--- config.mk ---
export PLATFORM = sky130hd
export DESIGN_NAME = irq_status_unit
export DESIGN_NICKNAME = d
export VERILOG_FILES = /design/src/rtl/irq_status_pkg.sv /design/src/rtl/irq_status_ctrl.sv /design/src/rtl/irq_status_datapath.sv /design/src/rtl/irq_status_unit.sv
export SDC_FILE = /design/constraint.sdc
export NUM_CORES = 1
export LEC_CHECK = 0
export ABC_AREA = 1
export ABC_CLOCK_PERIOD_IN_PS = 900
export BUFFER_PORTS_ARGS = -buffer_cell sky130_fd_sc_hd__buf_2
export CAP_MARGIN = 20
export CORE_UTILIZATION = 49
export DETAILED_ROUTE_END_ITERATION = 10
export PLACE_DENSITY = 0.74
export SLEW_MARGIN = 20
export SYNTH_ARGS = -nofsm -noshare
export SYNTH_HDL_FRONTEND = slang
export SYNTH_SLANG_ARGS = --single-unit
--- constraint.sdc ---
create_clock -name clk -period 0.9 [get_ports clk]
set_clock_uncertainty 0.05 [all_clocks]
set_input_delay 0.135 -clock clk [delete_from_list [all_inputs] [get_ports clk]]
set_output_delay 0.135 -clock clk [all_outputs]
set_load 0.02 [all_outputs]
--- src/rtl/irq_status_pkg.sv ---
package irq_status_pkg;
  localparam int unsigned WORD_W = 32;
  localparam int unsigned ADDR_W = 3;

  // word addresses
  localparam logic [ADDR_W-1:0] A_CTL    = 3'd0;
  localparam logic [ADDR_W-1:0] A_MASK   = 3'd1;
  localparam logic [ADDR_W-1:0] A_MASKED = 3'd2;
  localparam logic [ADDR_W-1:0] A_RAW    = 3'd3;
  localparam logic [ADDR_W-1:0] A_STAT   = 3'd4;
  localparam logic [ADDR_W-1:0] A_DMA    = 3'd5;

  // bit positions the behaviour depends on
  localparam int unsigned B_IRQ_EN  = 4;
  localparam int unsigned B_INSERT  = 30;
  localparam int unsigned B_REMOVE  = 31;
  localparam int unsigned B_PRESENT = 8;
  localparam int unsigned B_DMA_TX  = 0;
  localparam int unsigned B_DMA_RX  = 1;
  localparam int unsigned B_DMA_SUM = 8;
  localparam int unsigned SELF_CLR_W = 3;

  localparam logic [WORD_W-1:0] CTL_RST  = 32'h0000_0300;
  localparam logic [WORD_W-1:0] STAT_RST = 32'h0000_0100;

  typedef struct packed {
    logic wrCtl;
    logic wrMask;
    logic clrRaw;
    logic clrDma;
  } regStrobe_t;
endpackage

--- src/rtl/irq_status_ctrl.sv ---
module irq_status_ctrl
  import irq_status_pkg::*;
(
  input  logic              clk,
  input  logic              rstN,
  input  logic              wrEn,
  input  logic [ADDR_W-1:0] wrAddr,
  output regStrobe_t        strobe
);
  always_comb begin
    strobe = '0;
    if (wrEn) begin
      unique case (wrAddr)
        A_CTL:            strobe.wrCtl  = 1'b1;
        A_MASK:           strobe.wrMask = 1'b1;
        A_MASKED, A_RAW:  strobe.clrRaw = 1'b1;
        A_DMA:            strobe.clrDma = 1'b1;
        default:          strobe = '0;
      endcase
    end
  end

  // both status addresses produce the clear strobe
  a_r4_dual_clear: assert property (@(posedge clk) disable iff (!rstN)
    (wrEn && (wrAddr == A_MASKED || wrAddr == A_RAW)) |-> strobe.clrRaw);

  // unused addresses raise no strobe; at most one strobe at a time
  a_r12_no_stray: assert property (@(posedge clk) disable iff (!rstN)
    $onehot0(strobe) && (!(wrEn && wrAddr > A_DMA) || strobe == '0));
endmodule

--- src/rtl/irq_status_datapath.sv ---
module irq_status_datapath
  import irq_status_pkg::*;
#(
  parameter int unsigned DMA_CLR_W = 10
) (
  input  logic              clk,
  input  logic              rstN,
  input  regStrobe_t        strobe,
  input  logic [WORD_W-1:0] wrData,
  input  logic [ADDR_W-1:0] rdAddr,
  output logic [WORD_W-1:0] rdData,
  input  logic [WORD_W-1:0] evtSet,
  input  logic              cardIns,
  input  logic              cardRem,
  input  logic              dmaTxDone,
  input  logic              dmaRxDone,
  output logic              irqOut
);
  localparam logic [WORD_W-1:0] CARD_BITS = (WORD_W'(1) << B_INSERT) | (WORD_W'(1) << B_REMOVE);
  localparam logic [WORD_W-1:0] DMA_CLR_FIELD = WORD_W'((64'd1 << DMA_CLR_W) - 64'd1);
  localparam logic [WORD_W-1:0] SELF_CLR = WORD_W'((64'd1 << SELF_CLR_W) - 64'd1);

  logic [WORD_W-1:0] ctlQ, maskQ, rawQ, statQ, dmaQ;
  logic [WORD_W-1:0] rawD, statD, dmaD, dmaSet, evtUse, rawClr;

  assign evtUse = evtSet & ~CARD_BITS;
  assign rawClr = strobe.clrRaw ? wrData : '0;

  // raw status: clear first, then events override (event wins)
  always_comb begin
    rawD  = (rawQ & ~rawClr) | evtUse;
    statD = statQ;
    if (cardIns) begin
      rawD[B_INSERT]     = 1'b1;
      rawD[B_REMOVE]     = 1'b0;
      statD[B_PRESENT]   = 1'b1;
    end else if (cardRem) begin
      rawD[B_INSERT]     = 1'b0;
      rawD[B_REMOVE]     = 1'b1;
      statD[B_PRESENT]   = 1'b0;
    end
  end

  always_comb begin
    dmaSet = '0;
    if (dmaTxDone) begin
      dmaSet[B_DMA_TX]  = 1'b1;
      dmaSet[B_DMA_SUM] = 1'b1;
    end
    if (dmaRxDone) begin
      dmaSet[B_DMA_RX]  = 1'b1;
      dmaSet[B_DMA_SUM] = 1'b1;
    end
    dmaD = dmaQ;
    if (strobe.clrDma) dmaD = dmaQ & ~(wrData & DMA_CLR_FIELD);
    dmaD = dmaD | dmaSet;
  end

  always_ff @(posedge clk or negedge rstN) begin
    if (!rstN) begin
      ctlQ   <= CTL_RST;
      maskQ  <= '0;
      rawQ   <= '0;
      statQ  <= STAT_RST;
      dmaQ   <= '0;
      irqOut <= 1'b0;
    end else begin
      if (strobe.wrCtl)  ctlQ  <= wrData & ~SELF_CLR;
      if (strobe.wrMask) maskQ <= wrData;
      rawQ   <= rawD;
      statQ  <= statD;
      dmaQ   <= dmaD;
      irqOut <= ctlQ[B_IRQ_EN] & (|(rawQ & maskQ));
    end
  end

  always_comb begin
    unique case (rdAddr)
      A_CTL:    rdData = ctlQ;
      A_MASK:   rdData = maskQ;
      A_MASKED: rdData = rawQ & maskQ;
      A_RAW:    rdData = rawQ;
      A_STAT:   rdData = statQ;
      A_DMA:    rdData = dmaQ;
      default:  rdData = '0;
    endcase
  end

  // an event bit is always present after the edge, whatever the clear
  a_r5_event_wins: assert property (@(posedge clk) disable iff (!rstN)
    (|evtUse) |=> ((rawQ & $past(evtUse)) == $past(evtUse)));

  // interrupt timing against enable and pending masked bits
  a_r7_irq_raise: assert property (@(posedge clk) disable iff (!rstN)
    (ctlQ[B_IRQ_EN] && (|(rawQ & maskQ))) |=> irqOut);
  a_r7_irq_gated: assert property (@(posedge clk) disable iff (!rstN)
    (!ctlQ[B_IRQ_EN]) |=> !irqOut);

  // insert and remove flags never pending together
  a_r8_card_exclusive: assert property (@(posedge clk) disable iff (!rstN)
    !(rawQ[B_INSERT] && rawQ[B_REMOVE]));
  a_r8_present_follows: assert property (@(posedge clk) disable iff (!rstN)
    cardIns |=> statQ[B_PRESENT]);

  // high DMA bits unaffected by a clear write
  a_r10_dma_high_kept: assert property (@(posedge clk) disable iff (!rstN)
    strobe.clrDma |=> (dmaQ & ~DMA_CLR_FIELD) == ($past(dmaQ) & ~DMA_CLR_FIELD));
endmodule

--- src/rtl/irq_status_unit.sv ---
module irq_status_unit
  import irq_status_pkg::*;
#(
  parameter int unsigned DMA_CLR_W = 10
) (
  input  logic              clk,
  input  logic              rstN,
  input  logic              wrEn,
  input  logic [ADDR_W-1:0] wrAddr,
  input  logic [WORD_W-1:0] wrData,
  input  logic [ADDR_W-1:0] rdAddr,
  output logic [WORD_W-1:0] rdData,
  input  logic [WORD_W-1:0] evtSet,
  input  logic              cardIns,
  input  logic              cardRem,
  input  logic              dmaTxDone,
  input  logic              dmaRxDone,
  output logic              irqOut
);
  regStrobe_t strobe;

  irq_status_ctrl u_ctrl (
    .clk    (clk),
    .rstN   (rstN),
    .wrEn   (wrEn),
    .wrAddr (wrAddr),
    .strobe (strobe)
  );

  irq_status_datapath #(.DMA_CLR_W(DMA_CLR_W)) u_dp (
    .clk       (clk),
    .rstN      (rstN),
    .strobe    (strobe),
    .wrData    (wrData),
    .rdAddr    (rdAddr),
    .rdData    (rdData),
    .evtSet    (evtSet),
    .cardIns   (cardIns),
    .cardRem   (cardRem),
    .dmaTxDone (dmaTxDone),
    .dmaRxDone (dmaRxDone),
    .irqOut    (irqOut)
  );
endmodule

* Yosys cells after proc, flatten, opt, wreduce, memory -nomap -nowiden
Cells that the tools add are included.
** Operators by class
- Divide/modulo/power cells :: 0
- Multiply operators :: 0
- Magnitude comparators :: 0
- Multiplexer cells :: 15
- Bitwise gates (word level) :: 8
- Shift operators :: 0
- Reduce and logical (&&, ||, !) cells :: 5
- Equality and inequality tests :: 9
- $add $sub $neg :: 0
** Operator list (count)
- $pmux 32 s6 :: 1
- $and 32x32->32 :: 3
- $mux 32 :: 2
- $not 10->32 :: 1
- $not 32->32 :: 1
- $or 32x30->32 :: 1
- $or 32x9->32 :: 1
- $reduce_or 32->1 :: 1
- $eq 3x2->1 const B :: 4
- $eq 3x3->1 const B :: 3
- $mux 1 :: 9
- $eq 3x1->1 const B :: 2
- $logic_not 3->1 :: 2
- $mux 2 :: 2
- $mux 4 :: 1
- $reduce_bool 2->1 :: 1
- $reduce_or 2->1 :: 1
- $and 1x1->1 :: 1
** Word-level totals
- Input port bits :: 77
- Register bits after elaboration :: 127
- RAM bits :: 0
- Bits in read-only memories :: 0
- Bits in latches :: 0
- Memories :: 0
- Logic and storage cells :: 43

* Longest topological paths before layout
- Depth in word-level cells :: 10
- Mapped depth :: 7
- Depth with buffers taken out :: 7

* Hierarchy
Synthesis repeated with hierarchy kept, for this count alone.
** Unflattened totals
- Cells, all modules :: 533
- Area total of the unflattened synthesis :: 4962.3 µm²
** Modules (own cells, without submodules)
- irq_status_datapath :: cells an instance 522, instances 1, area an instance 4913.5 µm²
- irq_status_ctrl :: cells an instance 11, instances 1, area an instance 48.8 µm²

* Least setup slack after synthesis
Ideal clock, no wire load.
- Kind :: input port to output port
- Start :: input port rdAddr[2]
- End :: output port rdData[0]
- Setup slack :: -204 ps
- Data arrival time :: 919 ps
- Stages on the path :: 4
- Required time :: 715 ps
- Path buffers :: 1
- Cells stage by stage :: nor2_1 -> nand2_1 -> buf_2 -> o2111ai_1
** Between the ends
- Longest elaborated chain between the ends :: 2
- Elaborated cells on any way between the ends :: 7
- Classes of those cells :: eq/ne: 5; mux: 1; reduce/logical: 1
** RTL lines
- start: declaration :: line irq_status_unit.sv:11 : input logic [ADDR_W-1:0] rdAddr,
- $eq 3x3->1 (tied with other cells) :: line irq_status_datapath.sv:78 : unique case (rdAddr)
- $pmux 32 s6 * :: line irq_status_datapath.sv:78
- end: declaration :: line irq_status_unit.sv:12 : output logic [WORD_W-1:0] rdData,
Every way passes the cells marked *; elsewhere a longest branch is shown, timed or not.

* Final worst setup path
- Start :: register u_dp.maskQ[4]
- End :: output port rdData[4]
** Between the ends
- Longest elaborated chain between the ends :: 2
** RTL lines
- start: declaration :: line irq_status_datapath.sv:23 : logic [WORD_W-1:0] ctlQ, maskQ, rawQ, statQ, dmaQ;
- start signal: assignment :: line irq_status_datapath.sv:69 : if (strobe.wrMask) maskQ <= wrData;
- $and 32x32->32 :: line irq_status_datapath.sv:81 : A_MASKED: rdData = rawQ & maskQ;
- $pmux 32 s6 * :: line irq_status_datapath.sv:78
Marks and branches as above.

==> results.cfg <==
[placed_design]
port_buffers = 107
hpwl_mm = 10.24
place_area_mm2 = 0.006658
gp_congestion = 0.8541
pre_cts_ws_ns = -0.5291

[layout]
layout-drive-gt1-share_pct = 39.73
fillCellCount = 528
syn_to_final_growth_pct = 65.01
multiInputGateArea_mm2 = 0.002596
layout.nets = 963
antennaDiodeCount = 0
stdcell_area_mm2 = 0.008219
seqCellArea_mm2 = 0.002631

[global_routing]
track_usage_pct = 33.00
grt_pass1_vias = 5559
antenna_found_initial = 0
grt-ovfl-total = 0
grt_max_degree = 45
grt_pass1_wl_mm = 26.19

[synth]
yosys_warnings = 0
synthAdderAreaFrac_pct = 0
ys_top_cells_by_area = dfrtp_1 (51%), nand2_1 (19%), o21ai_0 (10%)
synth_xor_area_share_pct = 0
synth_edf_count = 0
synth_top_area_share_pct = 51.24
ys_top_cells_by_count = nand2_1 (247), dfrtp_1 (102), o21ai_0 (101), inv_1 (81), o2111ai_1 (25)
ys_ff_latch = 105
synth_mux_area_share_pct = 0
yosysSeqAreaShare_pct = 52.83
async_flop_share_pct = 100.0
synth_cell_type_count = 21
avgSynthCellArea_um2 = 7.857
synthFlopType = dfrtp_1
netlist_area_mm2 = 0.004981
synth_top_cell_by_area = dfrtp_1
synth.most_common_cell = nand2_1
yosys.area_share.simple_pct = 21.95
synth_top_family_by_area = simple AND/OR/NAND/NOR gates
synth_compound_area_share_pct = 16.33
syn_inst = 634
synth_nets = 711

[routing]
vias_per_cell = 5.451
firstDrtPassIters = 5
first_iter_violations = 318
wl_per_cell_um = 17.00
ant_nets = 0
vias = 5582
drc = 0
drt_wl_total_mm = 17.41

[die]
pin_count = 110
core-area_mm2 = 0.009819
start_util_pct = 50.73
rows = 36
die-width_um = 102.8
die_h_um = 102.8
die_area_mm2 = 0.01057

[power_and_ir_drop]
leakage_nw = 4.037
power.share.switching_pct = 32.01
vdd_drop_max_uv = 1008
switchingPower_mw = 4.258
clkPwrFrac_pct = 24.3
pwr-share-seq_pct = 43.6
combPwrFrac_pct = 32.0
powerDensity_mw_per_mm2 = 1618
intPower_mw = 9.043
power_mw = 13.30

[setup_path]
cp_max_fo = 3
cp-start-kind = flip-flop
cp.required_ns = 0.71
crit_path_frequent_cell = nand2_1
crit_chain = nand2_1 > nand2_1 > nor2_1 > o21ai_2 > buf_6
max_stage_delay_ns = 0.43
cp.arrival_ns = 1.38
critPathCaptureType = output port
cpMaxStageDelayCell = dfrtp_1
path_class = flip-flop to output port

[clock_network]
clk_latency_ns = 0.38
clock_path_buffers = 2
clk_pin_slew_worst_paths_ns = 0.10
htreeDepth = 3
cts_tree = done
cts_num_sinks = 105
cts_root_buffer = clkbuf_8
cts_buffers = 9

[timing]
slew_violations = 0
fin_crit_sh_pct = 173.8
rsz0062_at_grt = yes
fin_crit_ns = 1.564
relSlewSlack_pct = 73.89
setup_slack_ns = -0.6640
setup_viol = 40
tightest_slew_ns = 0.3916
hold_viol_final = 0
max_freq_mhz = 639.4

[min_path]
hp-class = input port to flip-flop

[run]
max_cap_viol_count = 0

[run_status]
status = finished, violations left
violations = negative setup slack
## metal layers
metal  GRT usage [%]  wire length, µm
met1           39.50             6576
met2           56.82             8993
met5               0                0
met4           16.79              656
met3           6.441             1184
## cell usage in the layout, fill, tap and decap left out, types with 2 or more instances in the layout
master / count
nand2_1: 187
dfrtp_1: 102
o21ai_0: 82
inv_1: 80
buf_4: 77
buf_2: 72
buf_6: 60
nand2_2: 48
dlygate4sd3_1: 47
o2111ai_4: 20
o21ai_1: 14
nand2_4: 12
clkbuf_8: 9
buf_12: 9
nand3_2: 8
nor2_1: 7
nor2_2: 7
o21ai_2: 6
o2111ai_2: 5
nand3_1: 4
a21oi_1: 4
o21a_1: 4
inv_2: 3
nand4_1: 3
a21oi_2: 3
clkinv_2: 3
dfstp_2: 3
o22ai_1: 2
inv_6: 2
bufinv_16: 2
## critical path: cells and delay by family, from the launching register on
| kind | cells | cell delay, ns |
|---|---|---|
| compound gates | 1 | 0.10 |
| simple gates | 3 | 0.35 |
| flops | 1 | 0.43 |
| buf+inv | 1 | 0.14 |
## per-stage QoR
stage	setup TNS (ns)	hold slack, ns	cells	utilization [%]
final	-17.84	0.00009581	1024	83.70
after global placement	-28.81	0.07828	918	67.80
after global routing	-19.87	0.01625	1024	83.70
after detailed placement	-32.06	0.08046	918	67.80
after floorplan	-2.235	-0.2106	634	-
after CTS	-17.24	0.002578	1008	81.22
## worst paths after layout
kind	startpoint	endpoint	slack, ns	depth (start not counted)
hold reg to reg	u_dp.ctlQ[10]	u_dp.ctlQ[10]	0.44	2
setup reg to reg	u_dp.rawQ[3]	u_dp.irqOut	-0.41	9
setup / recovery	u_dp.maskQ[4]	rdData[4]	-0.66	5
max in group asynchronous	rstN	u_dp.maskQ[0]	0.19	3
min in group asynchronous	rstN	u_dp.ctlQ[5]	0.23	3
hold / removal	wrData[10]	u_dp.maskQ[10]	0.0001	3
## state kept, by name (all words and copies together) (netlist names)
register / flops
u_dp.rawQ: 32
u_dp.maskQ: 32
u_dp.statQ: 1
u_dp.irqOut: 1
u_dp.dmaQ: 10
u_dp.ctlQ: 29
## area by class of cell
cell class              count  area share, %
clock buffers               9          1.507
clock inverters             7          1.127
inverters                  83          3.791
multi-input cells         420          31.59
flip-flops and latches    105          32.01
well taps                 133          2.025
repair buffers            267          27.95
## power groups by stage
stage / sequential [mW] / clock, mW / combinational [mW]
2_1_floorplan: 5.76 / 0 / 1.72
3_3_place_gp: 5.78 / 0 / 2.86
3_5_place_dp: 5.81 / 0 / 2.96
4_1_cts: 5.75 / 3.24 / 3.88
5_1_grt: 5.87 / 3.44 / 4.60
6_report: 5.81 / 3.24 / 4.26
## cell families after synthesis
| logic type | count (synthesis) |
|---|---|
| and+or+nand+nor | 279 |
| AOI/OAI and AO/OA | 141 |
| buffers and inverters | 109 |
| DFF | 105 |
## repair_timing
action | CTS | global route
buffers inserted | 31 | 17
endpoints found under the hold margin | 158 | 0
hold buffers | 47 | 0
pin swaps | 60 | 33
endpoints found under the setup margin | 35 | 48
gates resized for setup | 134 | 46
gates cloned | 0 | 1
No activity file was read; power rests on OpenSTA's default activity.
